===== src/rtl/clamp_pkg.sv =====
// Package: shared types and recommended reset values for the clamp generator.
// Assumes 8-bit counts and codes at the default parameters.
package clamp_pkg;

    typedef enum logic [1:0] {
        PH_IDLE   = 2'd0,
        PH_SETTLE = 2'd1,
        PH_CLAMP  = 2'd2
    } clamp_phase_e;

    // Recommended register-bus reset values: 9 settle periods, 20 strobe periods.
    localparam int unsigned SETTLE_DEFAULT = 9;
    localparam int unsigned WIDTH_DEFAULT  = 20;

endpackage


===== src/rtl/clamp_sync_edge.sv =====
// Module: clamp_sync_edge
// Normalizes the sync input to active high and flags the clock edge at which
// it is first seen inactive after being active (trailing edge).
// Assumes sync is already synchronous to the pixel clock.
module clamp_sync_edge (
    input  logic clk,
    input  logic rst_n,
    input  logic sync_in,
    input  logic sync_pol,
    output logic trail_o
);

    logic sync_act;
    logic sync_d;

    // Polarity correction: pol=1 means sync is active low.
    assign sync_act = sync_in ^ sync_pol;

    // Remember last sampled normalized sync level.
    always_ff @(posedge clk) begin
        if (!rst_n) sync_d <= 1'b0;
        else        sync_d <= sync_act;
    end

    // Trailing edge: active last cycle, inactive now.
    assign trail_o = sync_d & ~sync_act;

    AST_TRAIL_SINGLE: assert property (@(posedge clk) disable iff (!rst_n)
        trail_o |=> !trail_o);

endmodule


===== src/rtl/clamp_window_fsm.sv =====
// Module: clamp_window_fsm
// Times the internal clamp window: settle phase of P cycles, then strobe of
// D cycles, both counted from the start pulse. A start pulse at any time
// restarts from the settle phase. Assumes start is a single-cycle pulse.
module clamp_window_fsm
    import clamp_pkg::*;
#(
    parameter int unsigned CNT_W = 8
) (
    input  logic             clk,
    input  logic             rst_n,
    input  logic             start_i,
    input  logic [CNT_W-1:0] settle_i,
    input  logic [CNT_W-1:0] width_i,
    output logic             win_o
);

    localparam logic [CNT_W-1:0] CNT_ONE  = CNT_W'(1);
    localparam logic [CNT_W-1:0] CNT_ZERO = '0;

    clamp_phase_e     phase;
    logic [CNT_W-1:0] cnt;
    logic [CNT_W-1:0] width_q;

    // Phase and down-counter; a start pulse overrides whatever is running.
    always_ff @(posedge clk) begin
        if (!rst_n) begin
            phase   <= PH_IDLE;
            cnt     <= CNT_ZERO;
            width_q <= CNT_W'(WIDTH_DEFAULT);
        end else if (start_i) begin
            width_q <= width_i;
            if (settle_i != CNT_ZERO) begin
                phase <= PH_SETTLE;
                cnt   <= settle_i - CNT_ONE;
            end else if (width_i != CNT_ZERO) begin
                phase <= PH_CLAMP;
                cnt   <= width_i - CNT_ONE;
            end else begin
                phase <= PH_IDLE;
                cnt   <= CNT_ZERO;
            end
        end else begin
            case (phase)
                PH_SETTLE: begin
                    if (cnt != CNT_ZERO) begin
                        cnt <= cnt - CNT_ONE;
                    end else if (width_q != CNT_ZERO) begin
                        phase <= PH_CLAMP;
                        cnt   <= width_q - CNT_ONE;
                    end else begin
                        phase <= PH_IDLE;
                    end
                end
                PH_CLAMP: begin
                    if (cnt != CNT_ZERO) cnt <= cnt - CNT_ONE;
                    else                 phase <= PH_IDLE;
                end
                default: begin
                    phase <= PH_IDLE;
                    cnt   <= CNT_ZERO;
                end
            endcase
        end
    end

    // Strobe is high exactly in the clamp phase.
    assign win_o = (phase == PH_CLAMP);

    AST_ZERO_WIDTH: assert property (@(posedge clk) disable iff (!rst_n)
        (start_i && width_i == CNT_ZERO && settle_i == CNT_ZERO) |=> !win_o);
    AST_NO_SETTLE: assert property (@(posedge clk) disable iff (!rst_n)
        (start_i && settle_i == CNT_ZERO && width_i != CNT_ZERO) |=> win_o);
    AST_SETTLE_QUIET: assert property (@(posedge clk) disable iff (!rst_n)
        (phase == PH_SETTLE && cnt != CNT_ZERO && !start_i) |=> !win_o);
    AST_RESTART: assert property (@(posedge clk) disable iff (!rst_n)
        (start_i && settle_i != CNT_ZERO) |=> !win_o);

endmodule


===== src/rtl/clamp_target_sel.sv =====
// Module: clamp_target_sel
// Captures the per-channel ground/midscale select at each trailing edge and
// produces the matching target code per lane. Assumes start is one cycle.
module clamp_target_sel #(
    parameter int unsigned NUM_CH = 3,
    parameter int unsigned CODE_W = 8
) (
    input  logic                     clk,
    input  logic                     rst_n,
    input  logic                     start_i,
    input  logic [NUM_CH-1:0]        sel_i,
    output logic [NUM_CH-1:0]        mid_o,
    output logic [NUM_CH*CODE_W-1:0] code_o
);

    localparam logic [CODE_W-1:0] MID_CODE = CODE_W'(1) << (CODE_W - 1);
    localparam logic [CODE_W-1:0] GND_CODE = '0;

    logic [NUM_CH-1:0] mid_q;

    for (genvar ch = 0; ch < NUM_CH; ch++) begin : g_lane
        // Per-channel select latch, loaded only at a trailing edge.
        always_ff @(posedge clk) begin
            if (!rst_n)       mid_q[ch] <= 1'b0;
            else if (start_i) mid_q[ch] <= sel_i[ch];
        end
        // Lane code from the latched select.
        assign code_o[ch*CODE_W +: CODE_W] = mid_q[ch] ? MID_CODE : GND_CODE;
    end

    assign mid_o = mid_q;

    AST_SEL_HOLD: assert property (@(posedge clk) disable iff (!rst_n)
        ($past(rst_n) && !$past(start_i)) |-> $stable(mid_q));

endmodule


===== src/rtl/clamp_pulse_gen.sv =====
// Module: clamp_pulse_gen (top)
// Per-line clamp strobe for a three-channel digitizer: internal window timed
// from the sync trailing edge, or the polarity-corrected external clamp input.
// Assumes all inputs are synchronous to the pixel clock.
module clamp_pulse_gen #(
    parameter int unsigned CNT_W  = 8,
    parameter int unsigned NUM_CH = 3,
    parameter int unsigned CODE_W = 8
) (
    input  logic                     clk,
    input  logic                     rst_n,
    input  logic                     hsync_in,
    input  logic                     ext_clamp_in,
    input  logic [CNT_W-1:0]         cfg_settle,
    input  logic [CNT_W-1:0]         cfg_width,
    input  logic                     cfg_ext_mode,
    input  logic                     cfg_ext_pol,
    input  logic                     cfg_sync_pol,
    input  logic [NUM_CH-1:0]        cfg_mid_sel,
    output logic                     clamp_o,
    output logic [NUM_CH-1:0]        tgt_mid_o,
    output logic [NUM_CH*CODE_W-1:0] tgt_code_o
);

    logic trail;
    logic win;
    logic ext_act;
    logic ext_q;
    logic mode_q;

    clamp_sync_edge u_edge (
        .clk      (clk),
        .rst_n    (rst_n),
        .sync_in  (hsync_in),
        .sync_pol (cfg_sync_pol),
        .trail_o  (trail)
    );

    clamp_window_fsm #(.CNT_W(CNT_W)) u_win (
        .clk      (clk),
        .rst_n    (rst_n),
        .start_i  (trail),
        .settle_i (cfg_settle),
        .width_i  (cfg_width),
        .win_o    (win)
    );

    clamp_target_sel #(.NUM_CH(NUM_CH), .CODE_W(CODE_W)) u_tgt (
        .clk     (clk),
        .rst_n   (rst_n),
        .start_i (trail),
        .sel_i   (cfg_mid_sel),
        .mid_o   (tgt_mid_o),
        .code_o  (tgt_code_o)
    );

    // External input polarity correction: pol=1 means active high.
    assign ext_act = cfg_ext_pol ? ext_clamp_in : ~ext_clamp_in;

    // Register external request and mode so both strobe sources leave flops.
    always_ff @(posedge clk) begin
        if (!rst_n) begin
            ext_q  <= 1'b0;
            mode_q <= 1'b0;
        end else begin
            ext_q  <= ext_act;
            mode_q <= cfg_ext_mode;
        end
    end

    // Strobe source select.
    assign clamp_o = mode_q ? ext_q : win;

    AST_EXT_FOLLOW: assert property (@(posedge clk) disable iff (!rst_n)
        ($past(rst_n) && $past(cfg_ext_mode))
            |-> (clamp_o == ($past(ext_clamp_in) ~^ $past(cfg_ext_pol))));

endmodule


===== config.mk =====
export PLATFORM = sky130hd
export DESIGN_NAME = clamp_pulse_gen
export DESIGN_NICKNAME = d
export VERILOG_FILES = /design/src/rtl/clamp_pkg.sv /design/src/rtl/clamp_sync_edge.sv /design/src/rtl/clamp_window_fsm.sv /design/src/rtl/clamp_target_sel.sv /design/src/rtl/clamp_pulse_gen.sv
export SDC_FILE = /design/constraint.sdc
export NUM_CORES = 1
export LEC_CHECK = 0
export ABC_AREA = 1
export BUFFER_PORTS_ARGS = -buffer_cell sky130_fd_sc_hd__clkbuf_2
export CAP_MARGIN = 20
export CORE_UTILIZATION = 45
export CTS_BUF_LIST = sky130_fd_sc_hd__clkbuf_8
export CTS_CLUSTER_DIAMETER = 50
export DETAILED_ROUTE_END_ITERATION = 8
export PLACE_DENSITY = 0.77
export SYNTH_ARGS = -nofsm -noshare
export SYNTH_HDL_FRONTEND = slang
export SYNTH_SLANG_ARGS = --single-unit
export TNS_END_PERCENT = 30

===== constraint.sdc =====
create_clock -name clk -period 4.1 [get_ports clk]
set_input_delay 0.205 -clock clk [delete_from_list [all_inputs] [get_ports clk]]
set_output_delay 0.205 -clock clk [all_outputs]
set_load 0.005 [all_outputs]

; Word level (Yosys, flattened, before mapping)
; Index checks and enable logic that the tools add are counted.
[classes]
addsub = 4
eq_ne = 6
n_mux = 19
n_bitwise = 4
reduce_logical = 6
[op_table]
columns = operator, count
row1 = $mux 8, 9
row2 = $reduce_bool 8->1, 4
row3 = $sub 8x1->8 const B, 4
row4 = $pmux 8 s2, 1
row5 = $mux 2, 6
row6 = $ne 3x3->1 const B, 2
row7 = $ne 4x2->1 const B, 1
row8 = $pmux 2 s2, 1
row9 = $reduce_and 2->1, 2
row10 = $ne 3x2->1 const B, 1
row11 = $eq 2x1->1 const B, 1
row12 = $eq 2x2->1 const B, 1
row13 = $mux 1, 2
row14 = $not 1->1, 2
row15 = $and 1x1->1, 1
row16 = $xor 1x1->1, 1
[totals]
register_bits = 24
input_bits = 26
output_inout_bits = 28
elab_cells = 48

; Longest topological paths before layout
[depth]
depth_word = 5
ltp_mapped = 11
depth_no_buf = 11

; Modules after synthesis
; A second synthesis with hierarchy kept.
[hier_totals]
hier_cells = 345
hier_area_um2 = 2028.2
[modules_own_cells]
columns = mod, instances, cells_each, area_per_inst_um2, seq_area_each_um2
row1 = clamp_window_fsm, 1, 277, 1579.0, 360.3
row2 = clamp_target_sel, 1, 43, 300.3, 60.1
row3 = clamp_pulse_gen, 1, 12, 78.8, 40.0
row4 = clamp_sync_edge, 1, 13, 70.1, 20.0

; Worst setup path before layout
; OpenSTA, ideal clock, no wires.
[synth_path]
kind = flip-flop to flip-flop
start = reg u_win.phase[1]
end = reg u_win.cnt[3]
setup_time_ns = 0.118
arrival_ns = 1.310
required_ns = 3.982
path_slack_ns = 2.672
stages_incl_launch_ff = 11
n_path_buf = 0
synth_period_minus_slack_ns = 1.428
cell_sequence = dfxtp_1 inv_1 ha_1 inv_1 nand2_2 nand2_2 nor2_4 nand2_4 nand3_1 nor2_1 nor2_1
[synth_via]
elab_chain_cells = 3
word_cells_on_any_way = 7
classes_between = 4 x eq/ne / 2 x mux / 1 x reduce/logical
[synth_rtl]
columns = element, line
row1 = "start, declared", clamp_window_fsm.sv:21  ; clamp_phase_e phase;
row2 = "start signal, assigned", clamp_window_fsm.sv:28  ; phase <= PH_IDLE;
row3 = "start signal, assigned", clamp_window_fsm.sv:34  ; phase <= PH_SETTLE;
row4 = "start signal, assigned", clamp_window_fsm.sv:37  ; phase <= PH_CLAMP;
row5 = $eq 2x1->1 / $eq 2x2->1 (equally long branches), clamp_window_fsm.sv:44  ; case (phase)
row6 = "$ne 4x2->1 (no line), or another cell as far along", n/a
row7 = $reduce_and 2->1 (no line) / $mux 8 (equally long branches), n/a
row8 = "end signal, assigned", clamp_window_fsm.sv:47  ; cnt <= cnt - CNT_ONE;
row9 = "end signal, assigned", clamp_window_fsm.sv:50  ; cnt <= width_q - CNT_ONE;
row10 = "end signal, assigned", clamp_window_fsm.sv:56  ; if (cnt != CNT_ZERO) cnt <= cnt - CNT_ONE;
row11 = "end, declared", clamp_window_fsm.sv:22  ; logic [CNT_W-1:0] cnt;
; Parallel ways exist; a longest one is shown, timed or not.
; A chain may end at the register's enable or synchronous reset.

; Worst setup path in the final report
[layout_path]
start = reg u_win.phase[1]
end = reg u_win.cnt[6]
; The elaborated chain is that of the path after synthesis.

==> summary.txt <==
Status: finished clean
Area Growth Syn to Fin: 8.53%
Mapped cell area: 2080 um^2
Seq cells post-synth: 24
Top cells by area, synth: dfxtp_1 (23%), nand2_1 (13%), buf_4 (8.6%)
Mapped Cells: 333
Final setup fails: 0
Hold Buf Count CTS: 0
Commonest cells post-synth: nand2_1 (74), inv_1 (44), nor2_1 (41)
DR WL/cell: 10.5 um
Crit path required time: 4300 ps
Crit path max-delay family: simple AND/OR/NAND/NOR gates
GP Congestion: 0.972
Die H: 70.0 um
RSZ-0062 raised after global routing: no
Synth warn: 0
Worst Path Max Fanout: 9
CP Data Arrival Time: 1830 ps
Global-route wire length before repair: 7330 um
Cell taking the most area after synthesis: dfxtp_1
Vias per cell: 4.86
VDD IR max: 0.154 mV
Final Hold Fails: 0
Fin. max-slew vios: 0
Num CTS Buffers: 3
Worst Hold Class: in -> reg
Worst Hold Slack: 111 ps
Post-Route WL: 4360 um
TritonCTS clock tree: done
I/O Pins: 54
Leakage power: 1.18 nW
Final TNS setup: 0 ps
CTS max path bufs: 2
Number of distinct library cells after synthesis: 26
Main synth FF type: dfxtp_1
Clk_lat worst skew: 270 ps
Antenna violations before repair: 0
Core Rows: 24
Number of synthesized flops with an enable pin: 0
Die W: 70.0 um
Fmax: 613 MHz
Worst setup EP type: register
Antenna viol nets, final: 0
H-tree depth: 1
Cell breakdown of the critical path: inv_1 > ha_1 > inv_1 > nand2_2 > nand2_2 > nor2_4 > nand2_4 > nand2_1 > a21oi_1
Grt ovf: 0
Setup bufs post-CTS: 0
Max-cap viol count: 0
Largest net degree at the start of global routing: 27
Initial core utilization: 47.2%
GRT Overall Usage: 18.2%
R2R setup slack: 2470 ps
Diodes inserted: 0
Critical path buffer and inverter count: 2
Clock root buffer: clkbuf_8
Tmin final: 1630 ps
Share of the synthesized area in the top cell type: 23.1%
Vias in the first global route: 1842
Hold Crit Start: cfg_ext_mode
Share of cells above drive strength 1: 15.7%
DR pass1 iterations: 4
Residual DRC: 0
Final period utilization: 39.8%
Setup CP Type: reg -> reg
Mean Syn Cell Area: 6.26 um^2
Worst r2r src: u_win.phase[1]$_SDFFE_PN0P_
Beginning of the critical path: u_win.phase[1]$_SDFFE_PN0P_
Core area: 4410 um^2
Clk slew on worst S/H paths: 80 ps
Seq/Total Area, Yosys: 23.1%
Worst Setup Start Kind: register
Count leader, synth: nand2_1
Die Area: 4910 um^2
Post_cts resized: 0
Vias after detailed routing: 2011
PortBufs: 32
Pwr/cell area: 274 nW/um^2
CP max stage delay: 360 ps
DR iter-0 viols: 75
DP HPWL: 3670 um
Post-synth ARST share: 0%
Crit-path slowest cell: dfxtp_1
Setup Skew: 3.10 ps
Final nets: 398
Clk sinks: 24
==> power by group <==
part	leakage [nW]	switching [mW]	internal [mW]	total [mW]
clock	0.0357	0.0745	0.131	0.205
sequential	0.196	0.00945	0.246	0.255
combinational	0.949	0.103	0.0559	0.159
==> sequential cells by signal, indices dropped and copies added (netlist names) <==
register and flops:
ext_q 1, u_tgt.mid_o 3, u_win.phase 2, u_win.cnt 8, u_win.width_q 8, mode_q 1, u_edge.sync_d 1
==> layer usage <==
layer | track usage, % | vias up | part of all wire (%)
met4 | 10.4 | 0 | 3.4
met2 | 32.8 | 59 | 48
met1 | 21.7 | 877 | 45
li1 | - | 1062 | -
met5 | 0 | - | 0
met3 | 0.433 | 13 | 3.5
==> final timing paths <==
check	end	cells past startpoint
max	u_win.cnt[6]$_SDFFE_PN0P_	9
min	mode_q$_SDFF_PN0_	3
max reg2reg	u_win.cnt[6]$_SDFFE_PN0P_	9
min reg2reg	u_tgt.mid_o[0]$_SDFFE_PN0P_	2
==> area by class of cell <==
class | instances | area [um^2]
Sequential cell | 24 | 480
Multi-Input combinational cell | 253 | 1300
Clock buffer | 3 | 41.3
Fill cell | 452 | 2150
Inverter | 49 | 184
Clock inverter | 1 | 30.0
Timing Repair Buffer | 32 | 160
Tap cell | 52 | 65.1
==> cell families (layout without fill, tap and decap cells) <==
logic type,Yosys count,count (layout),synth area share (%)
other,1,21,0.180
adder cells (fa/ha/maj),9,9,5.41
XOR/XNOR,12,12,5.41
flip-flops,24,24,23.1
AND/OR/NAND/NOR,165,165,36.3
AO/OA/AOI/OAI,46,46,11.5
buffers and inverters,76,85,18.1
==> tightest hold or removal path, cell delays in order <==
cell and delay [ps]:
clkbuf_2 70, nand2_1 40, inv_1 40
==> cells in the final DEF, fill, tap and decap left out, drive strengths merged <==
cell type | netlist | final
a31oi | 1 | 1
nand4 | 4 | 4
nand3b | 1 | 1
nand3 | 30 | 30
ha | 9 | 9
nand2 | 83 | 83
a21oi | 18 | 18
bufinv | 0 | 1
nor2 | 47 | 47
o211ai | 3 | 3
o21ai | 24 | 24
xnor2 | 6 | 6
dfxtp | 24 | 24
xor2 | 6 | 6
conb | 1 | 21
inv | 49 | 49
clkbuf | 1 | 35
==> metrics by stage <==
step / util [%] / instance area (um^2) / std cells / setup slack [ps] / power (mW)
after global placement: 49.6 / 2190 / 410 / 2490 / 0.416
after global routing: 51.2 / 2260 / 414 / 2300 / 0.654
final: 51.2 / 2260 / 414 / 2470 / 0.619
after floorplan: - / 2160 / 353 / 2670 / 0.391
after CTS: 51.2 / 2260 / 414 / 2450 / 0.624
after detailed placement: 49.6 / 2190 / 410 / 2480 / 0.419
Note: power is estimated with default switching activity, not from simulation.
